$ cat config.mk
export PLATFORM = sky130hd
export DESIGN_NAME = dkc_host_regs
export DESIGN_NICKNAME = d
export VERILOG_FILES = /design/src/rtl/dkc_pkg.sv /design/src/rtl/dkc_strobe_edge.sv /design/src/rtl/dkc_buf_ptr.sv /design/src/rtl/dkc_task_file.sv /design/src/rtl/dkc_cmd_ctl.sv /design/src/rtl/dkc_host_regs.sv
export SDC_FILE = /design/constraint.sdc
export NUM_CORES = 1
export LEC_CHECK = 0
export ABC_AREA = 1
export ABC_CLOCK_PERIOD_IN_PS = 3500
export CAP_MARGIN = 25
export CORE_MARGIN = 2
export CORE_UTILIZATION = 34
export CTS_BUF_LIST = sky130_fd_sc_hd__clkbuf_4
export DETAILED_ROUTE_END_ITERATION = 7
export GPL_TIMING_DRIVEN = 0
export HOLD_SLACK_MARGIN = 0.15
export PLACE_DENSITY = 0.53
export SLEW_MARGIN = 20
export SYNTH_ARGS = -nofsm -noshare
export SYNTH_HDL_FRONTEND = slang
export SYNTH_HIERARCHICAL = 1
export SYNTH_SLANG_ARGS = --single-unit
$ cat constraint.sdc
create_clock -name clk_i -period 3.5 [get_ports clk_i]
set_input_delay 0.7 -clock clk_i [delete_from_list [all_inputs] [get_ports clk_i]]
set_output_delay 0.7 -clock clk_i [all_outputs]
set_load 0.005 [all_outputs]
$ cat src/rtl/dkc_pkg.sv
package dkc_pkg;
  typedef enum logic [2:0] {
    P_DATA = 3'd0, P_ERR = 3'd1, P_SCNT = 3'd2, P_SNUM = 3'd3,
    P_TRK_LO = 3'd4, P_TRK_HI = 3'd5, P_SDH = 3'd6, P_CMD = 3'd7
  } port_e;

  typedef enum logic [1:0] {
    RES_OK = 2'd0, RES_GEO = 2'd1, RES_STORE = 2'd2, RES_STORE2 = 2'd3
  } result_e;

  localparam logic [7:0] CMD_RD = 8'h20;
  localparam logic [7:0] CMD_WR = 8'h30;

  localparam int ERR_ABORT_BIT = 2;
  localparam int ERR_GEO_BIT   = 4;
  localparam int ERR_STORE_BIT = 6;
endpackage

$ cat src/rtl/dkc_strobe_edge.sv
module dkc_strobe_edge (
  input  logic clk_i,
  input  logic rst_ni,
  input  logic level_i,
  output logic rise_o
);
  logic level_q;

  always_ff @(posedge clk_i or negedge rst_ni) begin
    if (!rst_ni) level_q <= 1'b0;
    else         level_q <= level_i;
  end

  assign rise_o = level_i & ~level_q;


  single_rise_chk: assert property (@(posedge clk_i) disable iff (!rst_ni)
    rise_o |=> !rise_o);
endmodule

$ cat src/rtl/dkc_buf_ptr.sv
module dkc_buf_ptr #(
  parameter int ADDR_W = 9
) (
  input  logic              clk_i,
  input  logic              rst_ni,
  input  logic              clear_i,
  input  logic              step_i,
  output logic [ADDR_W-1:0] addr_o,
  output logic              last_o
);
  logic [ADDR_W-1:0] addr_q;
  logic              pend_q;
  logic [ADDR_W:0]   addr_inc;

  assign addr_inc = {1'b0, addr_q} + {{ADDR_W{1'b0}}, 1'b1};

  // address moves one clock after the access
  always_ff @(posedge clk_i or negedge rst_ni) begin
    if (!rst_ni) begin
      addr_q <= '0;
      pend_q <= 1'b0;
    end else if (clear_i) begin
      addr_q <= '0;
      pend_q <= 1'b0;
    end else begin
      pend_q <= step_i;
      if (pend_q) addr_q <= addr_inc[ADDR_W-1:0];
    end
  end

  assign addr_o = addr_q;
  assign last_o = addr_inc[ADDR_W];


  step_once_chk: assert property (@(posedge clk_i) disable iff (!rst_ni)
    (pend_q && !clear_i) |=> addr_q == $past(addr_inc[ADDR_W-1:0]));


  clear_zero_chk: assert property (@(posedge clk_i) disable iff (!rst_ni)
    clear_i |=> addr_q == '0);
endmodule

$ cat src/rtl/dkc_task_file.sv
module dkc_task_file
  import dkc_pkg::*;
#(
  parameter int DATA_W = 8
) (
  input  logic              clk_i,
  input  logic              rst_ni,
  input  logic              wr_en_i,
  input  logic [2:0]        sel_i,
  input  logic [DATA_W-1:0] din_i,
  output logic [DATA_W-1:0] rdata_o,
  output logic              floppy_o,
  output logic [1:0]        drive_o,
  output logic [2:0]        head_o,
  output logic [2*DATA_W-1:0] track_o,
  output logic [DATA_W-1:0] sector_o
);
  localparam int REG_LO = int'(P_SCNT);
  localparam int REG_HI = int'(P_SDH);

  logic [DATA_W-1:0] regs_q [REG_LO:REG_HI];
  logic [DATA_W-1:0] sdh;

  for (genvar g = REG_LO; g <= REG_HI; g++) begin : g_reg
    always_ff @(posedge clk_i or negedge rst_ni) begin
      if (!rst_ni)                            regs_q[g] <= '0;
      else if (wr_en_i && int'(sel_i) == g)   regs_q[g] <= din_i;
    end
  end

  always_comb begin
    rdata_o = '0;
    for (int i = REG_LO; i <= REG_HI; i++)
      if (int'(sel_i) == i) rdata_o = regs_q[i];
  end

  assign sdh      = regs_q[REG_HI];
  assign floppy_o = &sdh[4:3];
  assign drive_o  = floppy_o ? sdh[2:1] : sdh[4:3];
  assign head_o   = floppy_o ? {2'b00, sdh[0]} : sdh[2:0];
  assign track_o  = {regs_q[int'(P_TRK_HI)], regs_q[int'(P_TRK_LO)]};
  assign sector_o = regs_q[int'(P_SNUM)];
endmodule

$ cat src/rtl/dkc_cmd_ctl.sv
module dkc_cmd_ctl
  import dkc_pkg::*;
#(
  parameter int DATA_W = 8
) (
  input  logic              clk_i,
  input  logic              rst_ni,
  input  logic              cmd_wr_i,
  input  logic              data_rd_i,
  input  logic              data_wr_i,
  input  logic [DATA_W-1:0] din_i,
  input  logic              buf_last_i,
  input  logic              done_i,
  input  logic [1:0]        result_i,
  output logic              busy_o,
  output logic              drq_o,
  output logic              err_o,
  output logic [DATA_W-1:0] err_reg_o,
  output logic              exec_req_o,
  output logic [DATA_W-1:0] exec_cmd_o,
  output logic              ptr_clear_o,
  output logic              ptr_step_o,
  output logic              buf_we_o,
  output logic [DATA_W-1:0] buf_wdata_o
);
  logic busy_q, drq_q, wr_phase_q, err_q, req_q, we_q;
  logic [DATA_W-1:0] err_reg_q, cmd_q, wdata_q;
  logic accept, rd_ok, wr_ok;

  assign accept = cmd_wr_i & ~busy_q;
  assign rd_ok  = data_rd_i & drq_q & ~wr_phase_q;
  assign wr_ok  = data_wr_i & drq_q &  wr_phase_q;

  always_ff @(posedge clk_i or negedge rst_ni) begin
    if (!rst_ni) begin
      busy_q <= 1'b0; drq_q <= 1'b0; wr_phase_q <= 1'b0; err_q <= 1'b0;
      req_q <= 1'b0; we_q <= 1'b0;
      err_reg_q <= '0; cmd_q <= '0; wdata_q <= '0;
    end else begin
      req_q <= 1'b0;
      we_q  <= 1'b0;
      if (done_i && busy_q) begin
        busy_q <= 1'b0;
        if (result_e'(result_i) == RES_OK) begin
          if (cmd_q == CMD_RD) begin
            drq_q      <= 1'b1;
            wr_phase_q <= 1'b0;
          end
        end else begin
          err_q <= 1'b1;
          err_reg_q <= '0;
          if (result_e'(result_i) == RES_GEO) err_reg_q[ERR_GEO_BIT]   <= 1'b1;
          else                                err_reg_q[ERR_STORE_BIT] <= 1'b1;
        end
      end else if (accept) begin
        err_q     <= 1'b0;
        err_reg_q <= '0;
        unique case (din_i)
          CMD_RD: begin
            busy_q <= 1'b1; drq_q <= 1'b0; wr_phase_q <= 1'b0;
            req_q  <= 1'b1; cmd_q <= din_i;
          end
          CMD_WR: begin
            drq_q <= 1'b1; wr_phase_q <= 1'b1; cmd_q <= din_i;
          end
          default: begin
            drq_q <= 1'b0;
            err_q <= 1'b1;
            err_reg_q[ERR_ABORT_BIT] <= 1'b1;
          end
        endcase
      end else begin
        if (rd_ok && buf_last_i) drq_q <= 1'b0;
        if (wr_ok) begin
          we_q    <= 1'b1;
          wdata_q <= din_i;
          if (buf_last_i) begin
            drq_q  <= 1'b0;
            busy_q <= 1'b1;
            req_q  <= 1'b1;
          end
        end
      end
    end
  end

  assign busy_o      = busy_q;
  assign drq_o       = drq_q;
  assign err_o       = err_q;
  assign err_reg_o   = err_reg_q;
  assign exec_req_o  = req_q;
  assign exec_cmd_o  = cmd_q;
  assign ptr_clear_o = accept;
  assign ptr_step_o  = rd_ok | wr_ok;
  assign buf_we_o    = we_q;
  assign buf_wdata_o = wdata_q;


  req_pulse_chk: assert property (@(posedge clk_i) disable iff (!rst_ni)
    req_q |=> !req_q);


  req_busy_chk: assert property (@(posedge clk_i) disable iff (!rst_ni)
    req_q |-> busy_q);


  busy_ignore_chk: assert property (@(posedge clk_i) disable iff (!rst_ni)
    (busy_q && cmd_wr_i && !done_i) |=> (busy_q && !req_q));


  busy_drq_excl_chk: assert property (@(posedge clk_i) disable iff (!rst_ni)
    !(busy_q && drq_q));


  drq_fall_chk: assert property (@(posedge clk_i) disable iff (!rst_ni)
    $fell(drq_q) |-> ($past(buf_last_i) || $past(cmd_wr_i)));


  err_code_chk: assert property (@(posedge clk_i) disable iff (!rst_ni)
    err_q |-> $countones(err_reg_q) == 1);
endmodule

$ cat src/rtl/dkc_host_regs.sv
module dkc_host_regs
  import dkc_pkg::*;
#(
  parameter int DATA_W    = 8,
  parameter int BUF_BYTES = 512,
  localparam int ADDR_W   = $clog2(BUF_BYTES)
) (
  input  logic                clk_i,
  input  logic                rst_ni,
  input  logic [2:0]          port_sel_i,
  input  logic                rd_i,
  input  logic                wr_i,
  input  logic [DATA_W-1:0]   din_i,
  output logic [DATA_W-1:0]   dout_o,
  output logic [ADDR_W-1:0]   buf_addr_o,
  output logic                buf_we_o,
  output logic [DATA_W-1:0]   buf_wdata_o,
  input  logic [DATA_W-1:0]   buf_rdata_i,
  output logic                exec_req_o,
  output logic [DATA_W-1:0]   exec_cmd_o,
  input  logic                exec_done_i,
  input  logic [1:0]          exec_result_i,
  output logic                floppy_o,
  output logic [1:0]          drive_o,
  output logic [2:0]          head_o,
  output logic [2*DATA_W-1:0] track_o,
  output logic [DATA_W-1:0]   sector_o
);
  logic rd_rise, wr_rise;
  logic busy, drq, err, buf_last, ptr_clear, ptr_step;
  logic [DATA_W-1:0] err_reg, tf_rdata, status;
  port_e sel;

  assign sel = port_e'(port_sel_i);

  dkc_strobe_edge u_rd_edge (.clk_i, .rst_ni, .level_i(rd_i), .rise_o(rd_rise));
  dkc_strobe_edge u_wr_edge (.clk_i, .rst_ni, .level_i(wr_i), .rise_o(wr_rise));

  dkc_task_file #(.DATA_W(DATA_W)) u_tf (
    .clk_i, .rst_ni,
    .wr_en_i (wr_rise),
    .sel_i   (port_sel_i),
    .din_i,
    .rdata_o (tf_rdata),
    .floppy_o, .drive_o, .head_o, .track_o, .sector_o
  );

  dkc_buf_ptr #(.ADDR_W(ADDR_W)) u_ptr (
    .clk_i, .rst_ni,
    .clear_i (ptr_clear),
    .step_i  (ptr_step),
    .addr_o  (buf_addr_o),
    .last_o  (buf_last)
  );

  dkc_cmd_ctl #(.DATA_W(DATA_W)) u_ctl (
    .clk_i, .rst_ni,
    .cmd_wr_i    (wr_rise && sel == P_CMD),
    .data_rd_i   (rd_rise && sel == P_DATA),
    .data_wr_i   (wr_rise && sel == P_DATA),
    .din_i,
    .buf_last_i  (buf_last),
    .done_i      (exec_done_i),
    .result_i    (exec_result_i),
    .busy_o      (busy),
    .drq_o       (drq),
    .err_o       (err),
    .err_reg_o   (err_reg),
    .exec_req_o,
    .exec_cmd_o,
    .ptr_clear_o (ptr_clear),
    .ptr_step_o  (ptr_step),
    .buf_we_o,
    .buf_wdata_o
  );

  // ready and seek-complete are always asserted
  assign status = {busy, 1'b1, 1'b0, 1'b1, drq, 2'b00, err};

  always_comb begin
    unique case (sel)
      P_DATA:  dout_o = buf_rdata_i;
      P_ERR:   dout_o = err_reg;
      P_CMD:   dout_o = status;
      default: dout_o = tf_rdata;
    endcase
  end
endmodule

# Word level (Yosys, flattened, before mapping)

Index checks and enable logic that the tools add are counted.

Bits in registers: 82
Latch bits: 0
Bits in writable memories: 0
ROM bits: 0
Output and inout bits: 65
Word-level logic and storage cells: 119
Memories kept: 0

Add/subtract/negate cells: 1
Multipliers: 0
Divide/modulo/power cells: 0
Order comparisons: 0
Equal/unequal tests: 15
Shift operators: 0
Multiplexer cells: 46
Bitwise operators: 14
Reduce and logical (&&, ||, !) cells: 25

Operator list:

| kind                                                                    | number |
|---|---|
| 8-bit two-way mux                                                       | 8 |
| 1-bit two-way mux                                                       | 32 |
| 8-bit by 6-bit == test with 1-bit output, second input constant         | 3 |
| 8-bit case mux with 3 select lines                                      | 1 |
| 9-bit two-way mux                                                       | 2 |
| 3-bit == test, second input constant                                    | 5 |
| 9-bit by 1-bit adder with 10-bit output, second input constant          | 1 |
| 1-bit logical AND                                                       | 10 |
| 3-bit AND reduction                                                     | 3 |
| 3-bit nonzero test                                                      | 3 |
| 1-bit bitwise AND                                                       | 7 |
| 2-bit inequality test, second input constant                            | 3 |
| 1-bit NOT                                                               | 6 |
| 2-bit AND reduction                                                     | 3 |
| 4-bit AND reduction                                                     | 1 |
| 2-bit nonzero test                                                      | 2 |
| 3-bit by 1-bit == test with 1-bit output, second input constant         | 1 |
| 3-bit by 2-bit == test with 1-bit output, second input constant         | 1 |
| 3-bit logical NOT                                                       | 1 |
| 3-bit two-way mux                                                       | 1 |
| 3-bit by 1-bit inequality test with 1-bit output, second input constant | 1 |
| 2-bit by 1-bit == test with 1-bit output, second input constant         | 1 |
| 2-bit logical NOT                                                       | 1 |
| 2-bit two-way mux                                                       | 1 |
| 3 further kinds                                                         | 3 |

# Depth between registers and ports, before layout

Gate-level depths: netlist of run 1.

Depth in word-level cells: 11
Mapped depth: 12
Gate-level depth less buffers: 12

# By module

Netlist of run 1, hierarchy kept.

By module, submodules not included:

| module          | instances | cells an instance | area an instance (µm²) | sequential area each (µm²) |
|---|---|---|---|---|
| dkc_task_file   | 1         | 255               | 2152.1                 | 1001.0 |
| dkc_cmd_ctl     | 1         | 133               | 1184.9                 | 625.6 |
| dkc_buf_ptr     | 1         | 67                | 533.0                  | 250.2 |
| dkc_host_regs   | 1         | 53                | 280.3                  | 0.0 |
| dkc_strobe_edge | 2         | 3                 | 35.0                   | 25.0 |

# Least setup slack after synthesis of run 1

Ideal clock, no wire load.

Path kind: input to output
Start point: in port_sel_i[1]
End point: out dout_o[5]
Arrival time: 1.606 ns
Data required time: 2.800 ns
Path slack: 1.194 ns
Stages: 8
Buffers on the path: 2
Path through: buf_2 > clkbuf_1 > nand4_1 > nand2_1 > nor2_1 > nand3_1 > nand3_1 > nand3_1

Cells in the longest elaborated chain, start to end: 7

RTL lines:

| element                              | line                | text |
|---|---|---|
| start: declaration                   | dkc_host_regs.sv:10 | `input logic [2:0] port_sel_i,` |
| 3-bit == test                        | dkc_task_file.sv:34 | `if (int'(sel_i) == i) rdata_o = regs_q[i];` |
| 8-bit two-way mux (4 in a row)       | dkc_task_file.sv:34 |  |
| 8-bit two-way mux *                  | dkc_task_file.sv:34 |  |
| named net tf_rdata[5]                | dkc_host_regs.sv:31 | `logic [DATA_W-1:0] err_reg, tf_rdata, status;` |
| 8-bit case mux with 3 select lines * | dkc_host_regs.sv:81 | `unique case (sel)` |
| end: declaration                     | dkc_host_regs.sv:14 | `output logic [DATA_W-1:0] dout_o,` |

Mark *: on every way through the listed nets, which the timed path passes. The rest lies on a longest branch.

# Final worst setup path of run 1

Start point: in port_sel_i[0]
End point: out dout_o[4]

The elaborated chain is that of the path after synthesis.

==> run_results.csv, run 1 <==
group,metric,value,unit
routing,avgRoutedWirePerCell,13.91,µm
job,max_cap_violations,0,
critical_path,critPathBufInv,4,
cells_and_area,multi_input_area,1755,µm²
power,power.density,408.3,nW/µm²
grt,grt_pass1_wl,17620,µm
placement,hpwl,8265,µm
power,p_int,1599,µW
synth,synth_edf_count,0,
clock_network,clk_pin_slew,0.13,ns
power,pwr-share-seq,0.490,
grt,grt_max_degree,56,
synth,synth_flop_cell,"dfrtp_1",
timing,finalSetupViolations,0,
synth,netlist_area,4220,µm²
clock_network,cts_tree,"built",
synth,netlist.area_leader.share,0.4566,
floorplanning,start_util,0.3499,
power,irDropWorstVdd,0.0001834,V
min_path,min_from,"u_tf/regs_q[34]",
routing,drc_errors,0,
clock_network,cts_made_buffers,9,
routing,dr.first_iter.drc_count,302,
grt,antenna_found_initial,0,
timing,clock_skew,0.01470,ns
routing,ant_nets,0,
timing,setup_ws,0.1207,ns
cells_and_area,drive_gt1_frac,0.1981,
timing,tightest_slew,0.6121,ns
routing,firstDrtPassIters,5,
cells_and_area,register_area,1927,µm²
timing,hold_viol_final,0,
synth,yosysTopAreaCell,"dfrtp_1",
power,finalPower,2271,µW
power,combPwrFrac,0.270,
critical_path,cp_top_family,"buffers and inverters",
floorplanning,top_level_ports,91,
routing,wirelength,11120,µm
clock_network,clockRootBuffer,"clkbuf_4",
synth,synth_area_per_cell,8.211,µm²
critical_path,critPathKind,"in2out",
critical_path,cp-end-kind,"primary output",
synth,syn_inst,514,
power,leakagePower,0.002675,µW
synth,synth_cell_types,35,
routing,via_per_inst,4.587,
critical_path,required,2.80,ns
critical_path,cp_max_fo,10,
critical_path,arrival,2.68,ns
clock_network,cts_buffer_depth,2,
timing,maxSlewViolCount,0,
clock_network,clock_latency,0.42,ns
outcome,status,"complete, no violations",
floorplanning,die_area,13320,µm²
power,power.share.switching,0.2960,
synth,yosysMostFrequentCell,"nand2_1",
timing,rsz0062_at_grt,"false",
timing,fmax,0.2959,GHz
synth,yosysWarnings,6,
cells_and_area,final_nets,653,
floorplanning,die_h,115.4,µm
power,pwr-share-clk,0.240,
routing,routed-via-count,3665,
synth,synth-seq-cells,77,
cells_and_area,syn_to_final_growth,31.81,%
timing,fin_crit_sh,0.9655,
synth,yosysSeqAreaShare,0.4566,
grt,grt_pass1_vias,3382,
power,p_switching,672.3,µW
critical_path,max_stage_delay,0.56,ns
synth,ys_async_sr_fraction,1.000,
timing,slew_headroom,0.5882,
cells_and_area,n_antenna_cell,0,
floorplanning,core,12060,µm²
timing,final.min_clock_period,3.379,ns
min_path,min_path_type,"reg2reg",
floorplanning,rows,40,
critical_path,startpoint_type,"input port",
placement,routabilityCongestion,0.8469,
floorplanning,dieWidth,115.4,µm
critical_path,setup.worst_path.start,"port_sel_i[0]",
critical_path,crit_chain,"clkdlybuf4s50_1 > inv_2 > buf_4 > nand3_2 > nor2_1 > nor2_1 > nand3_1 > nor2_1 > nor2_1 > clkdlybuf4s50_1",
critical_path,r2r-start,"u_wr_edge/level_q",
grt,grt_usage,0.1719,
cells_and_area,nFillCells,1205,
critical_path,cp_slowest_cell,"clkdlybuf4s50_1",
clock_network,cts.sinks,77,
placement,place.port_buffers,90,
synth,synthTopCellsByCount,"nand2_1 (110), dfrtp_1 (77), nor2_1 (58)",
clock_network,h-tree-depth,3,
critical_path,cp_common_cell,"nor2_1",
grt,grt_overflow,0,
synth,synthTopCellsByArea,"dfrtp_1 (46%), nand2_1 (9.8%), buf_4 (5.9%), nor2_1 (5.2%), inv_1 (4.7%)",
placement,dp_slack,-0.4247,ns
-- layer usage --
metal,GRT usage,vias up,part of all wire
met2,0.2460,108,0.44
met5,0,-,0
met4,0.04739,0,0.011
met3,0.03347,8,0.060
li1,-,1857,-
met1,0.2637,1692,0.49
-- logic make-up after synthesis --
| kind of cell | synth area share |
|---|---|
| other | 0.0008886 |
| AND/OR/NAND/NOR | 0.3069 |
| adder cells (fa/ha/maj) | 0.002964 |
| AO/OA/AOI/OAI | 0.09843 |
| buffers and inverters | 0.1322 |
| XOR/XNOR | 0.002076 |
| flip-flops | 0.4566 |
-- timing repair --
action	in CTS	in global routing
buffers inserted	0	5
gates cloned	0	0
hold buffers	1	0
endpoints found under the setup margin	8	8
resized for setup	8	3
pin swaps	0	2
hold endpoints to repair	11	0
-- cell type report --
class / count / area share
Buffer: 43 / 0.05915
Clock buffer: 11 / 0.01484
Clock inverter: 5 / 0.009222
Inverter: 61 / 0.04161
Multi-Input combinational cell: 337 / 0.3156
Sequential cell: 77 / 0.3464
Tap cell: 168 / 0.03779
Timing Repair Buffer: 97 / 0.1754
-- flip-flops by register name, summed over array words and instances, names as in the netlist, 3 cells and up --
signal	count
u_ctl/buf_wdata_o	8
u_ptr/addr_o	9
u_tf/sdh	8
u_tf/sector_o	8
u_ctl/err_reg_o	3
u_tf/track_o	16
u_tf/regs_q	8
u_ctl/exec_cmd_o	8
-- cells in the final DEF, fill, tap and decap left out, drive strengths merged --
master and n:
nand2 120, clkdlybuf4s50 87, dfrtp 77, nor2 68, inv 61, o21ai 49, buf 46, nand3 43
nand4 28, clkbuf 15, a21oi 13, conb 5, clkinv 3, nor3 3, clkdlybuf4s15 2, a21boi 2
bufinv 1, clkinvlp 1, dlygate4sd3 1, or2 1, o21bai 1, nor4 1, nand3b 1, xnor2 1
ha 1
-- through the flow --
step | utilization | cells | hold slack, ns | TNS (ns) | instance area (µm²)
finish | 0.4612 | 799 | 0.5103 | 0 | 5563
global route | 0.4612 | 799 | 0.5213 | 0 | 5563
CTS | 0.4580 | 794 | 0.5046 | 0 | 5524
detailed placement | 0.4453 | 777 | 0.4730 | -3.262 | 5371
global placement | 0.4433 | 776 | 0.4718 | -87.01 | 5346
floorplan | - | 518 | 0.4044 | 0 | 4235
-- worst register-to-register path, stage by stage (launching register included) --
cell and delay (ns):
dfrtp_1 0.40, nor2_2 0.42, inv_1 0.11, nor2_1 0.12, inv_1 0.07, nor2_4 0.29
nor2_2 0.13, nor2_2 0.19, nand2_1 0.07, nand2_1 0.08, a21oi_1 0.07
-- power by group through the flow --
| stage | logic, µW | clock network [µW] | registers, µW |
|---|---|---|---|
| floorplan | 314 | 0 | 1090 |
| CTS | 619 | 564 | 1110 |
| finish | 614 | 545 | 1110 |
| global route | 677 | 610 | 1130 |
| detailed placement | 617 | 0 | 1130 |
| global placement | 605 | 0 | 1130 |
-- worst paths after layout --
| kind | endpoint | slack, ns | cells past startpoint |
|---|---|---|---|
| max | dout_o[4] | 0.12 | 10 |
| min | u_tf/regs_q[34] | 0.51 | 2 |
| max reg2reg | u_ptr/addr_o[7] | 1.46 | 10 |
| min in group asynchronous | u_tf/sector_o[5] | 0.69 | 2 |
| max in group asynchronous | u_ctl/exec_cmd_o[4] | 2.21 | 3 |
| min reg2reg | u_tf/regs_q[34] | 0.51 | 2 |
Power figures use the tool's default switching activity.
==> run 2: changes to the inputs <==
CTS_CLUSTER_SIZE = 20   (was default)
==> results of run 2 <==
The final DEF is identical to that of run 1; final timing and power are the same.
==> run 3: changes to the inputs <==
CAP_MARGIN = 20   (was 25)
==> results of run 3 <==
The final DEF is identical to that of run 1; final timing and power are the same.
